File: src/rtl/dic_pkg.sv
package dic_pkg;
  // Layout of the packed words; software decodes these positions.
  localparam int CNT_W    = 8;
  localparam int TMR_W    = 8;
  localparam int EN_W     = 3;
  localparam int PEND_N   = 2;
  localparam int THR_LSB  = 16;
  localparam int DLY_LSB  = 24;
  localparam int FLAG_LSB = 12;

  typedef logic [CNT_W-1:0] cnt_t;
  typedef logic [TMR_W-1:0] tmr_t;

  // Counter value at which the next completion fires the count event.
  function automatic logic cnt_last(input cnt_t c);
    return (c <= cnt_t'(1));
  endfunction

  // Next counter value for a completion that does not fire.
  function automatic cnt_t cnt_dec(input cnt_t c);
    return c - cnt_t'(1);
  endfunction

  // Timer value at which a tick makes it expire.
  function automatic logic tmr_last(input tmr_t t);
    return (t == tmr_t'(1));
  endfunction

  function automatic logic [31:0] pack_ctrl(input tmr_t d, input cnt_t t,
                                            input logic [EN_W-1:0] e);
    logic [31:0] w;
    w = '0;
    w[DLY_LSB +: TMR_W]   = d;
    w[THR_LSB +: CNT_W]   = t;
    w[FLAG_LSB +: EN_W]   = e;
    return w;
  endfunction

  function automatic logic [31:0] pack_stat(input tmr_t t, input cnt_t c,
                                            input logic [PEND_N-1:0] p);
    logic [31:0] w;
    w = '0;
    w[DLY_LSB +: TMR_W]   = t;
    w[THR_LSB +: CNT_W]   = c;
    w[FLAG_LSB +: PEND_N] = p;
    return w;
  endfunction
endpackage

File: src/rtl/dic_count.sv
module dic_count
  import dic_pkg::*;
#(
  parameter cnt_t RST_VAL = cnt_t'(1)
) (
  input  logic clk,
  input  logic rst_n,
  input  logic cfg_load,
  input  cnt_t cfg_val,
  input  cnt_t thr,
  input  logic pkt,
  input  logic tmr_exp,
  output cnt_t cnt,
  output logic hit
);
  cnt_t cnt_q;

  // A configuration write takes the cycle; that completion is not counted.
  always_comb hit = pkt && !cfg_load && cnt_last(cnt_q);

  always_ff @(posedge clk) begin
    if (!rst_n)          cnt_q <= RST_VAL;
    else if (cfg_load)   cnt_q <= cfg_val;
    else if (pkt)        cnt_q <= hit ? thr : cnt_dec(cnt_q);
    else if (tmr_exp)    cnt_q <= thr;
  end

  assign cnt = cnt_q;
endmodule

File: src/rtl/dic_timer.sv
module dic_timer
  import dic_pkg::*;
(
  input  logic clk,
  input  logic rst_n,
  input  tmr_t dly,
  input  logic pkt,
  input  logic tick,
  output tmr_t tmr,
  output logic expire
);
  tmr_t tmr_q;
  logic armed;
  logic restart;
  logic step;

  always_comb begin
    armed   = (dly != '0);
    restart = pkt && armed;
    step    = tick && armed && !pkt && (tmr_q != '0);
    expire  = step && tmr_last(tmr_q);
  end

  always_ff @(posedge clk) begin
    if (!rst_n)       tmr_q <= '0;
    else if (restart) tmr_q <= dly;
    else if (step)    tmr_q <= tmr_q - tmr_t'(1);
  end

  assign tmr = tmr_q;
endmodule

File: src/rtl/dic_pending.sv
module dic_pending
  import dic_pkg::*;
(
  input  logic              clk,
  input  logic              rst_n,
  input  logic [PEND_N-1:0] set,
  input  logic [PEND_N-1:0] clr,
  input  logic [PEND_N-1:0] en,
  output logic [PEND_N-1:0] pend,
  output logic              irq
);
  logic [PEND_N-1:0] pend_q;

  for (genvar i = 0; i < PEND_N; i++) begin : g_bit
    // A new event outranks a same-cycle clear.
    always_ff @(posedge clk) begin
      if (!rst_n)      pend_q[i] <= 1'b0;
      else if (set[i]) pend_q[i] <= 1'b1;
      else if (clr[i]) pend_q[i] <= 1'b0;
    end
  end

  assign pend = pend_q;
  assign irq  = |(pend_q & en);
endmodule

File: src/rtl/dma_irq_coalescer.sv
module dma_irq_coalescer
  import dic_pkg::*;
#(
  parameter cnt_t RST_THR = cnt_t'(1)
) (
  input  logic              clk,
  input  logic              rst_n,
  input  logic              cfg_we,
  input  logic [CNT_W-1:0]  cfg_thr,
  input  logic [TMR_W-1:0]  cfg_dly,
  input  logic [EN_W-1:0]   cfg_en,
  input  logic              stat_we,
  input  logic [PEND_N-1:0] stat_clr,
  input  logic              pkt_done,
  input  logic              tick,
  output logic              irq,
  output logic [31:0]       ctrl_rdata,
  output logic [31:0]       stat_rdata
);
  cnt_t              thr_q;
  tmr_t              dly_q;
  logic [EN_W-1:0]   en_q;

  cnt_t              cnt;
  tmr_t              tmr;
  logic              ioc_evt;
  logic              dly_evt;
  logic [PEND_N-1:0] pend;
  logic [PEND_N-1:0] clr_req;

  always_ff @(posedge clk) begin
    if (!rst_n) begin
      thr_q <= RST_THR;
      dly_q <= '0;
      en_q  <= '0;
    end else if (cfg_we) begin
      thr_q <= cfg_thr;
      dly_q <= cfg_dly;
      en_q  <= cfg_en;
    end
  end

  dic_count #(.RST_VAL(RST_THR)) u_count (
    .clk     (clk),
    .rst_n   (rst_n),
    .cfg_load(cfg_we),
    .cfg_val (cfg_thr),
    .thr     (thr_q),
    .pkt     (pkt_done),
    .tmr_exp (dly_evt),
    .cnt     (cnt),
    .hit     (ioc_evt)
  );

  dic_timer u_timer (
    .clk   (clk),
    .rst_n (rst_n),
    .dly   (dly_q),
    .pkt   (pkt_done),
    .tick  (tick),
    .tmr   (tmr),
    .expire(dly_evt)
  );

  assign clr_req = stat_we ? stat_clr : '0;

  dic_pending u_pend (
    .clk  (clk),
    .rst_n(rst_n),
    .set  ({dly_evt, ioc_evt}),
    .clr  (clr_req),
    .en   (en_q[PEND_N-1:0]),
    .pend (pend),
    .irq  (irq)
  );

  assign ctrl_rdata = pack_ctrl(dly_q, thr_q, en_q);
  assign stat_rdata = pack_stat(tmr, cnt, pend);
endmodule

File: config.mk
export PLATFORM = sky130hd
export DESIGN_NAME = dma_irq_coalescer
export DESIGN_NICKNAME = d
export VERILOG_FILES = /design/src/rtl/dic_pkg.sv /design/src/rtl/dic_count.sv /design/src/rtl/dic_timer.sv /design/src/rtl/dic_pending.sv /design/src/rtl/dma_irq_coalescer.sv
export SDC_FILE = /design/constraint.sdc
export NUM_CORES = 1
export LEC_CHECK = 0
export BUFFER_PORTS_ARGS = -buffer_cell sky130_fd_sc_hd__clkbuf_2
export CORE_MARGIN = 3
export CORE_UTILIZATION = 45
export CTS_CLUSTER_DIAMETER = 200
export DETAILED_ROUTE_END_ITERATION = 8
export GPL_ROUTABILITY_DRIVEN = 0
export PLACE_DENSITY = 0.74
export SLEW_MARGIN = 30
export SYNTH_ARGS = -nofsm -noshare
export SYNTH_HDL_FRONTEND = slang
export SYNTH_SLANG_ARGS = --single-unit
File: constraint.sdc
create_clock -name clk -period 2.7 [get_ports clk]
set_input_delay 0.27 -clock clk [delete_from_list [all_inputs] [get_ports clk]]
set_output_delay 0.27 -clock clk [all_outputs]
set_load 0.01 [all_outputs]
### Yosys cells after proc, flatten, opt, wreduce, memory -nomap -nowiden

Index checks and enable logic that the tools add are counted.

| word-level totals | value |
|---|---|
| output and inout port bits | 65 |
| input bits | 27 |
| word-level logic and storage cells | 39 |
| register bits after elaboration | 37 |

| cells by class | value |
|---|---|
| eq/ne operators | 1 |
| add/subtract/negate cells | 2 |
| reduce and logical (&&, ||, !) cells | 16 |
| bitwise operators | 1 |
| order comparisons | 1 |
| muxes and demuxes | 11 |

Operators with widths:

| kind | number |
|---|---|
| 2-to-1 mux 8 bit | 6 |
| nonzero test 8 bit | 2 |
| subtractor 8 x 1 -> 8 bit, second input constant | 2 |
| == test 8 x 1 -> 1 bit, second input constant | 1 |
| <= comparator 8 x 1 -> 1 bit, second input constant | 1 |
| logical AND 1 bit | 7 |
| nonzero test 2 bit | 3 |
| 2-to-1 mux 1 bit | 4 |
| nonzero test 3 bit | 1 |
| bitwise AND 2 bit | 1 |
| zero test 1 bit | 2 |
| 2-to-1 mux 2 bit | 1 |
| OR reduction 2 bit | 1 |

### Depth between registers and ports, before layout

| logic depth | value |
|---|---|
| depth after elaboration | 8 |
| mapped depth | 7 |
| gate-level depth less buffers | 7 |

### By module

Synthesis repeated with hierarchy kept, for this count alone.

| unflattened totals | value |
|---|---|
| cell total of the unflattened synthesis | 272 |
| area, all modules | 2,438.6 um^2 |

By module, submodules not included:

| module | times used | cells an instance | area an instance (um^2) | seq. area each (um^2) |
|---|---|---|---|---|
| dma_irq_coalescer | 1 | 90 | 940.9 | 380.4 |
| dic_count | 1 | 97 | 762.0 | 160.2 |
| dic_timer | 1 | 78 | 658.1 | 160.2 |
| dic_pending | 1 | 7 | 77.6 | 40.0 |

### Least setup slack after synthesis

No wires, ideal clock.

| path | value |
|---|---|
| kind | register to register |
| from | reg u_count.cnt_q[0] (netlist: u_count.cnt[0]) |
| to | reg u_count.cnt_q[4] (netlist: u_count.cnt[4]) |
| data required time | 2.626 ns |
| setup slack | 0.559 ns |
| period minus slack after synthesis | 2.141 ns |
| arrival time | 2.066 ns |
| stages on the path, launching flop included | 8 |
| path buffers | 0 |
| setup time | 0.074 ns |
| cell sequence | dfxtp_1 > inv_1 > ha_1 > nor2_1 > nor4_1 > or4_2 > a211o_1 > o21ai_0 |

| on the way | value |
|---|---|
| word-level cells in the longest chain between the ends | 5 |
| elaborated cells on any way between the ends | 6 |
| classes of those cells | add/sub (1); order compare (1); mux (3); reduce/logical (1) |

Ends and longest elaborated chain:

| item | line | text |
|---|---|---|
| start, declared | dic_count.sv:16 | `cnt_t cnt_q;` |
| start signal, assigned | dic_count.sv:23 | `else if (cfg_load) cnt_q <= cfg_val;` |
| start signal, assigned | dic_count.sv:24 | `else if (pkt) cnt_q <= hit ? thr : cnt_dec(cnt_q);` |
| start signal, assigned | dic_count.sv:25 | `else if (tmr_exp) cnt_q <= thr;` |
| <= comparator 8 x 1 -> 1 bit | dic_pkg.sv:16 | `return (c <= cnt_t'(1));` |
| logical AND 1 bit | dic_count.sv:19 | `always_comb hit = pkt && !cfg_load && cnt_last(cnt_q);` |
| 2-to-1 mux 8 bit * (2 in series) | dic_count.sv:24 |  |
| 2-to-1 mux 8 bit * | dic_count.sv:23 |  |

Mark *: on every way between the ends. The rest lies on a longest branch, timed or not.
A chain may end at the register's enable or synchronous reset.

### Worst setup path after layout

Same ends and word-level chain as after synthesis.

==> run metrics <==
status=complete, no violations; WL/cell=13.6 um; Layout Nets=350; post-route ant nets=0; grt total ovfl=0; Fin Setup TNS=0 ns; Ant. Diodes=0; Port Buffers=64; CTS Hold Buffers Added=0; max-slew violations=0; Pre-antenna DRT Iters=4; Int Pwr=1.10 mW; Hold WS=0.210 ns; worst hold path type=in -> reg; PD cells=626 nW/um^2; Worst-path clk slew=0.07 ns; Reg2Reg Depth=7; area leader, netlist=dfxtp_1; Resize count post-CTS=0; first-pass GRT wire length=7.83 mm; site row count=24; Hold Startpoint=cfg_dly[4]; share of layout cells above drive strength 1=0.273; root buffer cell=clkbuf_8; Final Hold Fails=0; Final period util=0.850; number of global-route vias before repair=1685; Critical Path AT=2.52 ns; Worst setup EP type=flip-flop; cells after synthesis=255; Critical Path RT=2.92 ns; Critical Path Start Type=flip-flop; pre-CTS setup slack=0.445 ns; Iteration-0 DRC Markers=164; Gate power share=0.231; post-DR vias/cell=5.25; P_leak=1.18 nW; Peak VDD IR=410 uV; EDFF count, synth=0; Clock Sinks=37; I/O Pins=92; Crit Path Max Fanout=8; Rel. slew slack=0.571; final total power=1.57 mW; Cell Area, Placed=2370 um^2; Fmax=436 MHz; HPWL Detailed=3.76 mm; measured slew at the worst slew-check pin=0.641 ns; fin util=0.564; skew final=0.00352 ns; Reg2Reg Launch Point=u_count.cnt[0]$_SDFFE_PN1P_; synth-to-layout area growth=18.8%; Synth Area per Inst=8.27 um^2; CTS Buf Count=5; Async SR Flop Fraction=0; Setup WS post-layout=0.406 ns; clock latency on the worst-skew pair=0.29 ns; R2R Setup Slk=0.41 ns; number of setup buffers added after CTS=0; Mapped Area=2110 um^2; CTS tree=done; final setup fails=0; H-tree levels=2; Die Y=74.4 um; Flop pwr share=0.405; initial antenna violation count=0; Yosys top cell area share=0.351; Die Width=74.4 um; fill count=444; final wirelength=5.06 mm; Unique masters post-synth=49; DRC violations left=0; max cap viols=0; Sw Ratio=0.297; largest net degree at the start of global routing=28; switching pwr=466 uW; hold depth=3; core area=4440 um^2; Design Area, Final=2500 um^2; GRT Resource Usage Total=0.184; maximum buffer depth of the clock tree=2; placed cell count=363; RSZ-0062 raised after global routing=no; post-layout min period=2.29 ns; vias=1948; Seq cells post-synth=37; synthesis warning total=0; Seq/Total Area, Yosys=0.351; Initial Util=0.474; Final Instance Count excl. Fillers=371; synth top area cells=dfxtp_1 (35%), buf_4 (9.6%), mux2i_1 (7.6%); worst hold endpoint=dly_q[4]$_SDFFE_PN0P_; Clock power frac=0.365; Setup CP Type=reg -> reg; reg2reg end=u_count.cnt[4]$_SDFFE_PN0P_; Main synth FF type=dfxtp_1; die area=5540 um^2
area by class of cell:
cell class                      count  area [um^2]  share of cell area
Clock buffer                        5         68.8              0.0275
Clock inverter                      3         65.1              0.0260
Inverter                           10         37.5              0.0150
Multi-Input combinational cell    197         1180               0.473
Sequential cell                    37          741               0.296
Tap cell                           52         65.1              0.0260
Timing Repair Buffer               67          343               0.137
how the worst max path moves through the flow:
stage | from | end | cells past startpoint
3_5_place_dp | u_count.cnt[0]$_SDFFE_PN1P_ | u_count.cnt[4]$_SDFFE_PN0P_ | 7
2_1_floorplan | u_count.cnt[0]$_SDFFE_PN1P_ | u_count.cnt[4]$_SDFFE_PN0P_ | 7
5_1_grt | u_count.cnt[0]$_SDFFE_PN1P_ | u_count.cnt[4]$_SDFFE_PN0P_ | 7
4_1_cts | u_count.cnt[0]$_SDFFE_PN1P_ | u_count.cnt[4]$_SDFFE_PN0P_ | 7
3_3_place_gp | u_count.cnt[0]$_SDFFE_PN1P_ | u_count.cnt[4]$_SDFFE_PN0P_ | 7
6_report | u_count.cnt[0]$_SDFFE_PN1P_ | u_count.cnt[4]$_SDFFE_PN0P_ | 7
metal layers:
| metal | part of all wire | global-route usage | up-vias |
|---|---|---|---|
| li1 | - | - | 975 |
| met1 | 0.43 | 0.233 | 888 |
| met2 | 0.48 | 0.292 | 80 |
| met3 | 0.080 | 0.0514 | 5 |
| met4 | 0.0099 | 0.0810 | 0 |
| met5 | 0 | 0 | - |
registers in the layout (all words and copies together), names as in the netlist:
register	count
u_timer.tmr	8
thr_q	8
u_count.cnt	8
en_q	3
u_pend.pend	2
dly_q	8
worst max-delay path, cell delays in order (launching register included):
cell and delay, ns:
dfxtp_1 0.47, inv_1 0.08, ha_1 0.24, nor2_1 0.30, nor4_1 0.15, or4_2 0.62
a211o_1 0.29, o21ai_0 0.07
power groups by stage:
stage	Clock [mW]	Combinational [mW]	Sequential (mW)
after detailed placement	0	0.359	0.646
after global placement	0	0.355	0.644
final	0.572	0.362	0.635
after CTS	0.584	0.361	0.634
after floorplan	0	0.264	0.656
after global routing	0.610	0.404	0.642
placed cells by master (no fill, tap or decap), types with 5 or more instances in the layout:
cell | netlist | routed
nor2_1 | 22 | 22
inv_1 | 8 | 8
a21oi_1 | 17 | 17
clkbuf_2 | 0 | 64
conb_1 | 1 | 27
ha_1 | 5 | 5
o21ai_0 | 13 | 13
nand3_1 | 7 | 7
nor3_1 | 7 | 7
mux2i_1 | 16 | 16
nand2_1 | 24 | 24
clkbuf_8 | 0 | 5
a31oi_1 | 6 | 6
dfxtp_1 | 37 | 37
cells by family after synthesis:
logic type / synth area share
other: 0.00178
adders and majority gates: 0.0297
and+or+nand+nor: 0.198
buffers and inverters: 0.133
muxes: 0.0866
DFF: 0.351
xor gates and xnor gates: 0.0125
AOI/OAI and AO/OA: 0.188
synth_stat cells (6+ instances only):
cell type and n:
nor3_1 7, dfxtp_1 37, a21oi_1 17, mux2i_1 16, a31oi_1 6, nor2_1 22
nand2_1 24, o21ai_0 13, clkbuf_1 7, inv_1 8, nand3_1 7, buf_4 27
Power figures use the tool's default switching activity.
